--- src/rtl/gpio_irq_detect.sv ---
module gpio_irq_detect #(
  parameter int LINES       = 32,
  parameter int SYNC_STAGES = 2
) (
  input  logic               clk,
  input  logic               rst_n,
  input  logic [LINES-1:0]   pad_in,
  input  logic [LINES-1:0]   dir_out,
  input  logic [2*LINES-1:0] mode_cfg,
  input  logic [LINES-1:0]   any_edge_en,
  output logic [LINES-1:0]   set_req,
  output logic [LINES-1:0]   pad_level
);

  logic [LINES-1:0] sync_q [SYNC_STAGES];
  logic [LINES-1:0] prev_q;
  logic [LINES-1:0] cur;
  logic [LINES-1:0] edge_sel;
  logic [LINES-1:0] pol;
  logic [LINES-1:0] hit;

  always_ff @(posedge clk) begin
    if (!rst_n) begin
      for (int k = 0; k < SYNC_STAGES; k++) sync_q[k] <= '0;
      prev_q <= '0;
    end else begin
      sync_q[0] <= pad_in;
      for (int k = 1; k < SYNC_STAGES; k++) sync_q[k] <= sync_q[k-1];
      prev_q <= cur;
    end
  end

  assign cur       = sync_q[SYNC_STAGES-1];
  assign pad_level = prev_q;

  for (genvar i = 0; i < LINES; i++) begin : g_line
    assign edge_sel[i] = mode_cfg[2*i+1];
    assign pol[i]      = mode_cfg[2*i];
    always_comb begin
      if (any_edge_en[i])   hit[i] = cur[i] ^ prev_q[i];
      else if (edge_sel[i]) hit[i] = (cur[i] ^ prev_q[i]) & (cur[i] ^ pol[i]);
      else                  hit[i] = ~(cur[i] ^ pol[i]);
    end
  end

  assign set_req = rst_n ? (hit & ~dir_out) : '0;

  logic [1:0] warm_q;
  always_ff @(posedge clk) begin
    if (!rst_n) warm_q <= '0;
    else if (warm_q != 2'd3) warm_q <= warm_q + 2'd1;
  end

  always_comb begin
    if (!rst_n) a_r1_reset_quiet: assert (set_req == '0);
  end

  a_r2_output_quiet: assert property (@(posedge clk) disable iff (!rst_n)
    (set_req & dir_out) == '0);

  a_r9_level_lag: assert property (@(posedge clk) disable iff (!rst_n)
    (warm_q == 2'd3) |-> (pad_level == $past(pad_in, 3)));

  a_r3_edge_needs_change: assert property (@(posedge clk) disable iff (!rst_n)
    (warm_q == 2'd3) |->
      ((set_req & (any_edge_en | edge_sel) & ~($past(pad_in, 2) ^ $past(pad_in, 3))) == '0));

endmodule

--- config.mk ---
export PLATFORM = sky130hd
export DESIGN_NAME = gpio_irq_detect
export DESIGN_NICKNAME = d
export VERILOG_FILES = /design/src/rtl/gpio_irq_detect.sv
export SDC_FILE = /design/constraint.sdc
export NUM_CORES = 1
export LEC_CHECK = 0
export BUFFER_PORTS_ARGS = -buffer_cell sky130_fd_sc_hd__buf_2
export CAP_MARGIN = 10
export CORE_MARGIN = 8
export CORE_UTILIZATION = 41
export CTS_CLUSTER_SIZE = 30
export DETAILED_ROUTE_END_ITERATION = 12
export PLACE_DENSITY_LB_ADDON = 0.3
export SLEW_MARGIN = 10
export SYNTH_ARGS = -nofsm -noshare
export SYNTH_HDL_FRONTEND = slang
export SYNTH_SLANG_ARGS = --single-unit
--- constraint.sdc ---
create_clock -name clk -period 0.8 [get_ports clk]
set_clock_uncertainty 0.15 [all_clocks]
set_input_delay 0 -clock clk [delete_from_list [all_inputs] [get_ports clk]]
set_output_delay 0 -clock clk [all_outputs]
set_load 0.005 [all_outputs]
==> results of run 1 <==
-- Yosys cell counts --
| library cell | instances |
|---|---|
| sky130_fd_sc_hd__and2_1 | 96 |
| sky130_fd_sc_hd__dfxtp_1 | 96 |
| sky130_fd_sc_hd__a211oi_1 | 32 |
| sky130_fd_sc_hd__a21o_1 | 32 |
| sky130_fd_sc_hd__a311oi_1 | 32 |
| sky130_fd_sc_hd__nand2_1 | 32 |
| sky130_fd_sc_hd__nand2b_1 | 32 |
| sky130_fd_sc_hd__nor2_1 | 32 |
| sky130_fd_sc_hd__nor2b_1 | 32 |
| sky130_fd_sc_hd__nor3_1 | 32 |
| sky130_fd_sc_hd__o21bai_1 | 32 |
| sky130_fd_sc_hd__clkbuf_1 | 7 |
| sky130_fd_sc_hd__buf_2 | 3 |
| sky130_fd_sc_hd__buf_6 | 3 |
| sky130_fd_sc_hd__buf_4 | 1 |
-- worst paths after layout --
kind	slack [ns]	cells past startpoint	end	start
worst max register to register	0.04	1	pad_level[0]	sync_q[0][32]
worst max-delay path	-0.64	3	set_req[31]	pad_level[31]
worst min-delay path	-0.01	3	pad_level[28]	rst_n
worst min register to register	0.28	1	sync_q[0][40]	sync_q[0][8]
-- cell type report --
class / instances / area, sq um
multi-input combinational: 384 / 2460
antenna: 1 / 2.50
fill: 903 / 3980
clock buffer: 11 / 141
sequential: 96 / 1960
timing repair buffer: 284 / 1900
tap: 140 / 175
clock inverter: 4 / 31.3
-- flip-flops by register name, summed over array words and instances, names as in the netlist --
name	count
sync_q	64
pad_level	32
-- metal layers --
metal | wire, microns | vias to the layer above
met5 | 0 | -
met4 | 317 | 0
met3 | 1110 | 25
met2 | 6670 | 170
met1 | 4910 | 2161
li1 | - | 2302
-- worst max-delay path: cells and delay by family, from the launching register on --
kind	cells	cell delay [ns]
AOI/OAI and AO/OA	2	0.44
buffers and inverters	1	0.17
DFF	1	0.34
-- what timing repair did --
action | in CTS | in global routing
gates cloned | 0 | 0
gates resized for setup | 58 | 24
setup buffers | 10 | 8
pin swaps | 8 | 16
endpoints found under the hold margin | 63 | 32
setup endpoints to repair | 64 | 64
-- through the flow --
step	utilization (%)	setup TNS [ns]
after CTS	60.9	-26.24
after detailed placement	53.9	-11.49
final	62.6	-25.28
after floorplan	-	-3.00
after global placement	53.9	-10.38
after global routing	62.6	-29.23
-- power groups by stage --
stage	logic, mW	clock network, mW	registers [mW]
finish	1.74	2.79	5.08
global route	1.92	3.16	5.11
floorplan	0.693	0	5.15
detailed placement	1.47	0	5.18
CTS	1.66	2.91	5.08
global placement	1.38	0	5.17
-- cell families (layout without fill, tap and decap cells) --
| group | after synthesis | count (layout) | synth area share (%) |
|---|---|---|---|
| buffers and inverters | 14 | 299 | 1.87 |
| other | 0 | 1 | 0 |
| and+or+nand+nor | 256 | 256 | 31.8 |
| AOI/OAI and AO/OA | 128 | 128 | 22.7 |
| DFF | 96 | 96 | 43.6 |
==> parameters.txt, run 1 <==
Parameter                              Value

Status
  Result of the run    finished, violations left
  Violations in the final reports    hold timing, setup timing

Die
  Die width    ~120 microns
  Total core area    approximately 11000 sq um
  Effective utilization at floorplan    between 40% and 50%
  Die H    around 120 microns
  Die area    14300 sq um
  Core Rows    38
  Boundary Pins    ~230

Critical path
  Worst Setup End Kind    output port
  Crit path cell chain    o21bai_1 -> a311oi_1 -> buf_2
  Data arrival time of the critical path    roughly 1.3 ns
  Worst Path Class, Setup    flop to output port
  Biggest fanout along the worst timing path    3
  Cell type of the slowest stage on the worst timing path    sky130_fd_sc_hd__dfxtp_2
  Worst path max stage delay    0.34 ns
  Nature of the critical path startpoint    flop
  Data required time of the critical path    0.65 ns

Global routing
  Global-route wire length before repair    approximately 21000 microns
  Global Route met3 Usage    under 10%
  Pin count of the biggest net entering global routing    44
  Via count of the first global-routing pass    between 4000 and 5000
  Met1 global-route usage    17.0%
  Number of antenna violations at the first check in global routing    0
  Total congestion overflow    0
  Global-route layer with the greatest usage    met2
  Global-route total usage across every layer    around 17%
  Met2 Use GR    between 30 and 40%

Power
  Cell-internal power    roughly 7 mW
  IR Drop Worst-Case VDD    between 1000 and 1500 uV
  Clock network fraction of design power    roughly 29%
  Power density over the cells    approximately 1400 nW/um^2
  Net switching power of the design    around 2.4 mW
  Switching fraction of total power    25.3%
  Sequential fraction of design power    52.9%
  Logic gate share of total power    approximately 18%
  Total chip power    9.61 mW
  Leak    between 3 and 4 nW

Synthesis
  Largest area contributor in the synthesized netlist    sky130_fd_sc_hd__dfxtp_1
  Synthesized instance count    approximately 490
  Top post-synthesis cells by area    sky130_fd_sc_hd__dfxtp_1 (44%), sky130_fd_sc_hd__and2_1 (14%), sky130_fd_sc_hd__a311oi_1 (6.4%)
  Sequential fraction of the synthesis area    between 40% and 50%
  Mean Syn Cell Area    about 9 sq um
  Total number of yosys warnings    0
  Post-synthesis cell area    4410 sq um
  Synth Register Bits    96
  Synthesized net count    between 600 and 700
  Portion of synthesized cell area occupied by the leading cell type    a little over two fifths
  Netlist cell types    15

STA
  Final worst-path setup slack    -0.638 ns
  Worst rel slew slack    83.3%
  Final Slew Violations    0
  Transition time at the pin with the least slew margin    ~0.25 ns
  Final Cycle Share    180%
  Count of endpoints failing setup in the final report    64
  Final worst path period need    approximately 1.4 ns
  Upper clock frequency limit    between 600 and 700 MHz
  Final hold violations    18
  RSZ-0062 raised after global routing    yes
  Worst Hold Slack    -0.0132 ns

CTS
  CTS sink count    96
  Number of H-tree branching levels    3
  Maximum root-to-sink buffer count    2
  Number of clock buffers inserted by TritonCTS    9
  CTS root buffer    sky130_fd_sc_hd__clkbuf_8
  Hold bufs inserted after CTS    32
  Clock latency at the later pin of the worst-skew pair    0.35 ns
  CTS tree    yes
  Register clock-pin slew on the reported worst setup and hold paths    0.09 ns

Route
  Router iterations before antenna repair    5
  Final wirelength    approximately 13000 microns
  Vias per inst    a little over 5
  Final routed wire length divided by cell count    14.1 microns
  Drt drc    0
  Antenna Violating Nets Remaining    0
  Total number of vias    4658
  Initial DRC count    ~160

Finish
  Commonest non-fill, non-tap cells in the layout    sky130_fd_sc_hd__buf_2 (198), sky130_fd_sc_hd__and2_1 (96), sky130_fd_sc_hd__dfxtp_1 (64)
  Non-filler instance count after layout    920
  Most common library cell in the layout ignoring fill and taps    sky130_fd_sc_hd__buf_2
  Synth-to-layout area growth    51.4%
  Summed area of non-filler cells in the final layout    about 6700 sq um
  Net count, final    ~940
  Share of cells above drive strength 1    39.0%

Placement
  DP Cell Count    roughly 860
  Gp weighted congestion    approximately 0.76
  Estimated wirelength of the detail-placed design    9680 microns
  Cell area reported after detailed placement    5740 sq um
  Port Buffer Count    225
  Post-Place Worst Slack    -0.247 ns

Flow run
  Number of max-capacitance violations reported    0

Worst hold path
  Worst hold path type    primary input to flop
No activity file was read; power rests on OpenSTA's default activity.
==> run 2, diff against run 1 <==
--- a/config.mk
+++ b/config.mk
@@ -8,7 +8,7 @@
 export BUFFER_PORTS_ARGS = -buffer_cell sky130_fd_sc_hd__buf_2
 export CAP_MARGIN = 10
 export CORE_MARGIN = 8
-export CORE_UTILIZATION = 41
+export CORE_UTILIZATION = 35
 export CTS_CLUSTER_SIZE = 30
 export DETAILED_ROUTE_END_ITERATION = 12
 export PLACE_DENSITY_LB_ADDON = 0.3
==> run 2 against run 1 <==
The run still ends with hold timing, setup timing left. Maximum frequency up 0.97%. Setup slack better by 0.014 ns. Cell count rose by 3.0%. Total power is 18% higher. Via count is 2.1% lower. Clock power up 60%. Critical path type unchanged.
==> parameters.txt, run 2 (same netlist as run 1, synthesis figures left out) <==
Parameter                              Value

STA
  Worst Hold Slack    -0.0224 ns (-0.00918 ns)
  Final Slew Violations    0 (unchanged)
  Sum of negative setup slack    -23.57 ns (+1.71 ns)
  Final worst path period need    1.42 ns (-0.0138 ns)
  RSZ-0062 raised after global routing    yes
  Transition time at the pin with the least slew margin    0.311 ns (+0.0626 ns)
  Count of endpoints failing setup in the final report    64 (unchanged)
  Worst rel slew slack    79.1% (-4.2 points)
  Final Cycle Share    178% (-1.7 points)
  Final worst-path setup slack    -0.624 ns (+0.0138 ns)
  Final hold violations    4 (-14)
  Upper clock frequency limit    702 MHz (+0.97%)

Critical path
  Data arrival time of the critical path    1.27 ns (-0.02 ns)
  Worst Path Class, Setup    flop to output port
  Worst path buffer plus inverter count    1 (unchanged)
  Data required time of the critical path    0.65 ns (about the same)
  Worst Setup End Kind    output port
  Worst path max stage delay    0.33 ns (about the same)
  Nature of the critical path startpoint    flop
  Biggest fanout along the worst timing path    2 (-1)
  Cell type of the slowest stage on the worst timing path    sky130_fd_sc_hd__dfxtp_2
  Crit path cell chain    o21bai_1 -> a311oi_1 -> buf_2
  Family of cells with the greatest summed delay on the critical path    compound AO/OA/AOI/OAI gates

Finish
  Register with the most flip-flops    sync_q
  Filler cell count in the final layout    1115 (+23%)
  Number of flip-flops under the largest register name    64 (unchanged)
  Net count, final    935 (-0.21%)
  Combined flip-flop and latch cell area    1960 sq um (unchanged)
  Synth-to-layout area growth    56.6%
  Most common library cell in the layout ignoring fill and taps    sky130_fd_sc_hd__buf_2
  Commonest non-fill, non-tap cells in the layout    sky130_fd_sc_hd__buf_2 (198), sky130_fd_sc_hd__and2_1 (96), sky130_fd_sc_hd__dfxtp_1 (64)
  Summed area of non-filler cells in the final layout    6900 sq um (+3.5%)
  Share of cells above drive strength 1    39.8% (+0.80 points)
  Antenna cell count    0 (-1)
  Footprint of the multi-input gates    2520 sq um (+2.7%)

Die
  Die area    16400 sq um (+15%)
  Boundary Pins    226 (unchanged)
  Total core area    12500 sq um (+17%)
  Die H    128 microns (+7.1%)
  Effective utilization at floorplan    35.4% (-6.0 points)
  Die width    128 microns (+7.1%)
  Core Rows    41 (+7.9%)

Placement
  Estimated wirelength of the detail-placed design    9680 microns (about the same)
  Post-Place Worst Slack    -0.278 ns (-0.0312 ns)
  Gp weighted congestion    0.788 (+4.1%)
  Cell area reported after detailed placement    5770 sq um (+0.57%)
  Port Buffer Count    225 (unchanged)

Global routing
  Global-route total usage across every layer    14.8% (-2.3 points)
  Pin count of the biggest net entering global routing    46 (+4.5%)
  Global-route wire length before repair    20500 microns (-1.7%)
  Via count of the first global-routing pass    4741 (-1.3%)
  Number of antenna violations at the first check in global routing    0 (unchanged)
  Total congestion overflow    0 (unchanged)

Power
  Cell-internal power    8.78 mW (+22%)
  Clock network fraction of design power    39.4% (+10 points)
  Power density over the cells    1640 nW/um^2 (+14%)
  IR Drop Worst-Case VDD    827 uV (-19%)
  Switching fraction of total power    22.3% (-3.0 points)
  Logic gate share of total power    15.6% (-2.5 points)
  Net switching power of the design    2.52 mW (+3.7%)
  Leak    3.13 nW (+2.4%)
  Sequential fraction of design power    45.0% (-7.9 points)

Route
  Antenna Violating Nets Remaining    0 (unchanged)
  Vias per inst    4.81 (-5.0%)
  Final routed wire length divided by cell count    13.5 microns (-4.5%)
  Drt drc    0 (unchanged)
  Total number of vias    4558 (-2.1%)
  Final wirelength    12800 microns (-1.6%)
  Initial DRC count    149 (-4.5%)
  Router iterations before antenna repair    4 (-1)

CTS
  Hold bufs inserted after CTS    32 (unchanged)
  Number of H-tree branching levels    3 (unchanged)
  Maximum root-to-sink buffer count    2 (unchanged)
  CTS tree    yes
  CTS sink count    96 (unchanged)
  Clock latency at the later pin of the worst-skew pair    0.33 ns (-0.02 ns)
  CTS root buffer    sky130_fd_sc_hd__clkbuf_16
  Register clock-pin slew on the reported worst setup and hold paths    0.06 ns (-0.03 ns)
  Number of clock buffers inserted by TritonCTS    9 (unchanged)

Status
  Violations in the final reports    hold timing, setup timing
  Result of the run    finished, violations left

Worst hold path
  Worst hold path type    primary input to flop

Flow run
  Number of max-capacitance violations reported    0 (unchanged)
run 2: cell types whose count changed in the layout (fill, tap and decap cells not counted), sizes merged:
cell / change
buf: -2
bufinv: +2
clkinv: -1
diode: -1
clkinvlp: -2
run 2: through the flow:
stage,total power [mW],cells,utilization (%)
floorplan,5.85,494,-
global placement,6.55,888,46.3
detailed placement,6.64,888,46.3
CTS,11.3,939,52.9
global route,11.9,948,55.4
finish,11.3,948,55.4
run 2: repair_timing:
action                                  in CTS  in global routing
setup buffers                                6                  9
endpoints found under the hold margin       34                  3
pin swaps                                    6                 16
gates resized for setup                     53                 36
endpoints found under the setup margin      64                 64
run 2: layout make-up:
class / count / share of cell area (%)
clock inverters: 3 / 0.979
well taps: 172 / 3.12
flip-flops and latches: 96 / 28.4
clock buffers: 11 / 3.52
multi-input cells: 384 / 36.6
repair buffers: 282 / 27.4
run 2: tightest hold or removal path, delay by kind of cell:
kind | cells | cell delay, ns
buf+inv | 2 | 0.32
simple gates | 1 | 0.11
run 2: final timing paths:
| kind | from | cells after the start | to | slack [ns] |
|---|---|---|---|---|
| max reg2reg | sync_q[0][35] | 1 | pad_level[3] | 0.04 |
| max | pad_level[24] | 3 | set_req[24] | -0.62 |
| min | rst_n | 3 | pad_level[28] | -0.02 |
| min reg2reg | sync_q[0][2] | 1 | sync_q[0][34] | 0.28 |
run 2: power groups by stage:
stage / Clock, mW / Sequential (mW) / Combinational, mW
3_5_place_dp: 0 / 5.17 / 1.47
4_1_cts: 4.58 / 5.08 / 1.64
5_1_grt: 4.81 / 5.10 / 1.95
2_1_floorplan: 0 / 5.15 / 0.693
3_3_place_gp: 0 / 5.17 / 1.39
6_report: 4.46 / 5.08 / 1.76
run 2: metal layers:
metal  vias to the layer above  GRT usage [%]  wire length, microns  share of wire, %
met5                         -              0                     0                 0
met1                      2105           14.9                  4850                38
met3                        19           5.20                   928               7.2
met2                       134           27.7                  6820                53
li1                       2300              -                     -                 -
met4                         0           5.10                   206               1.6
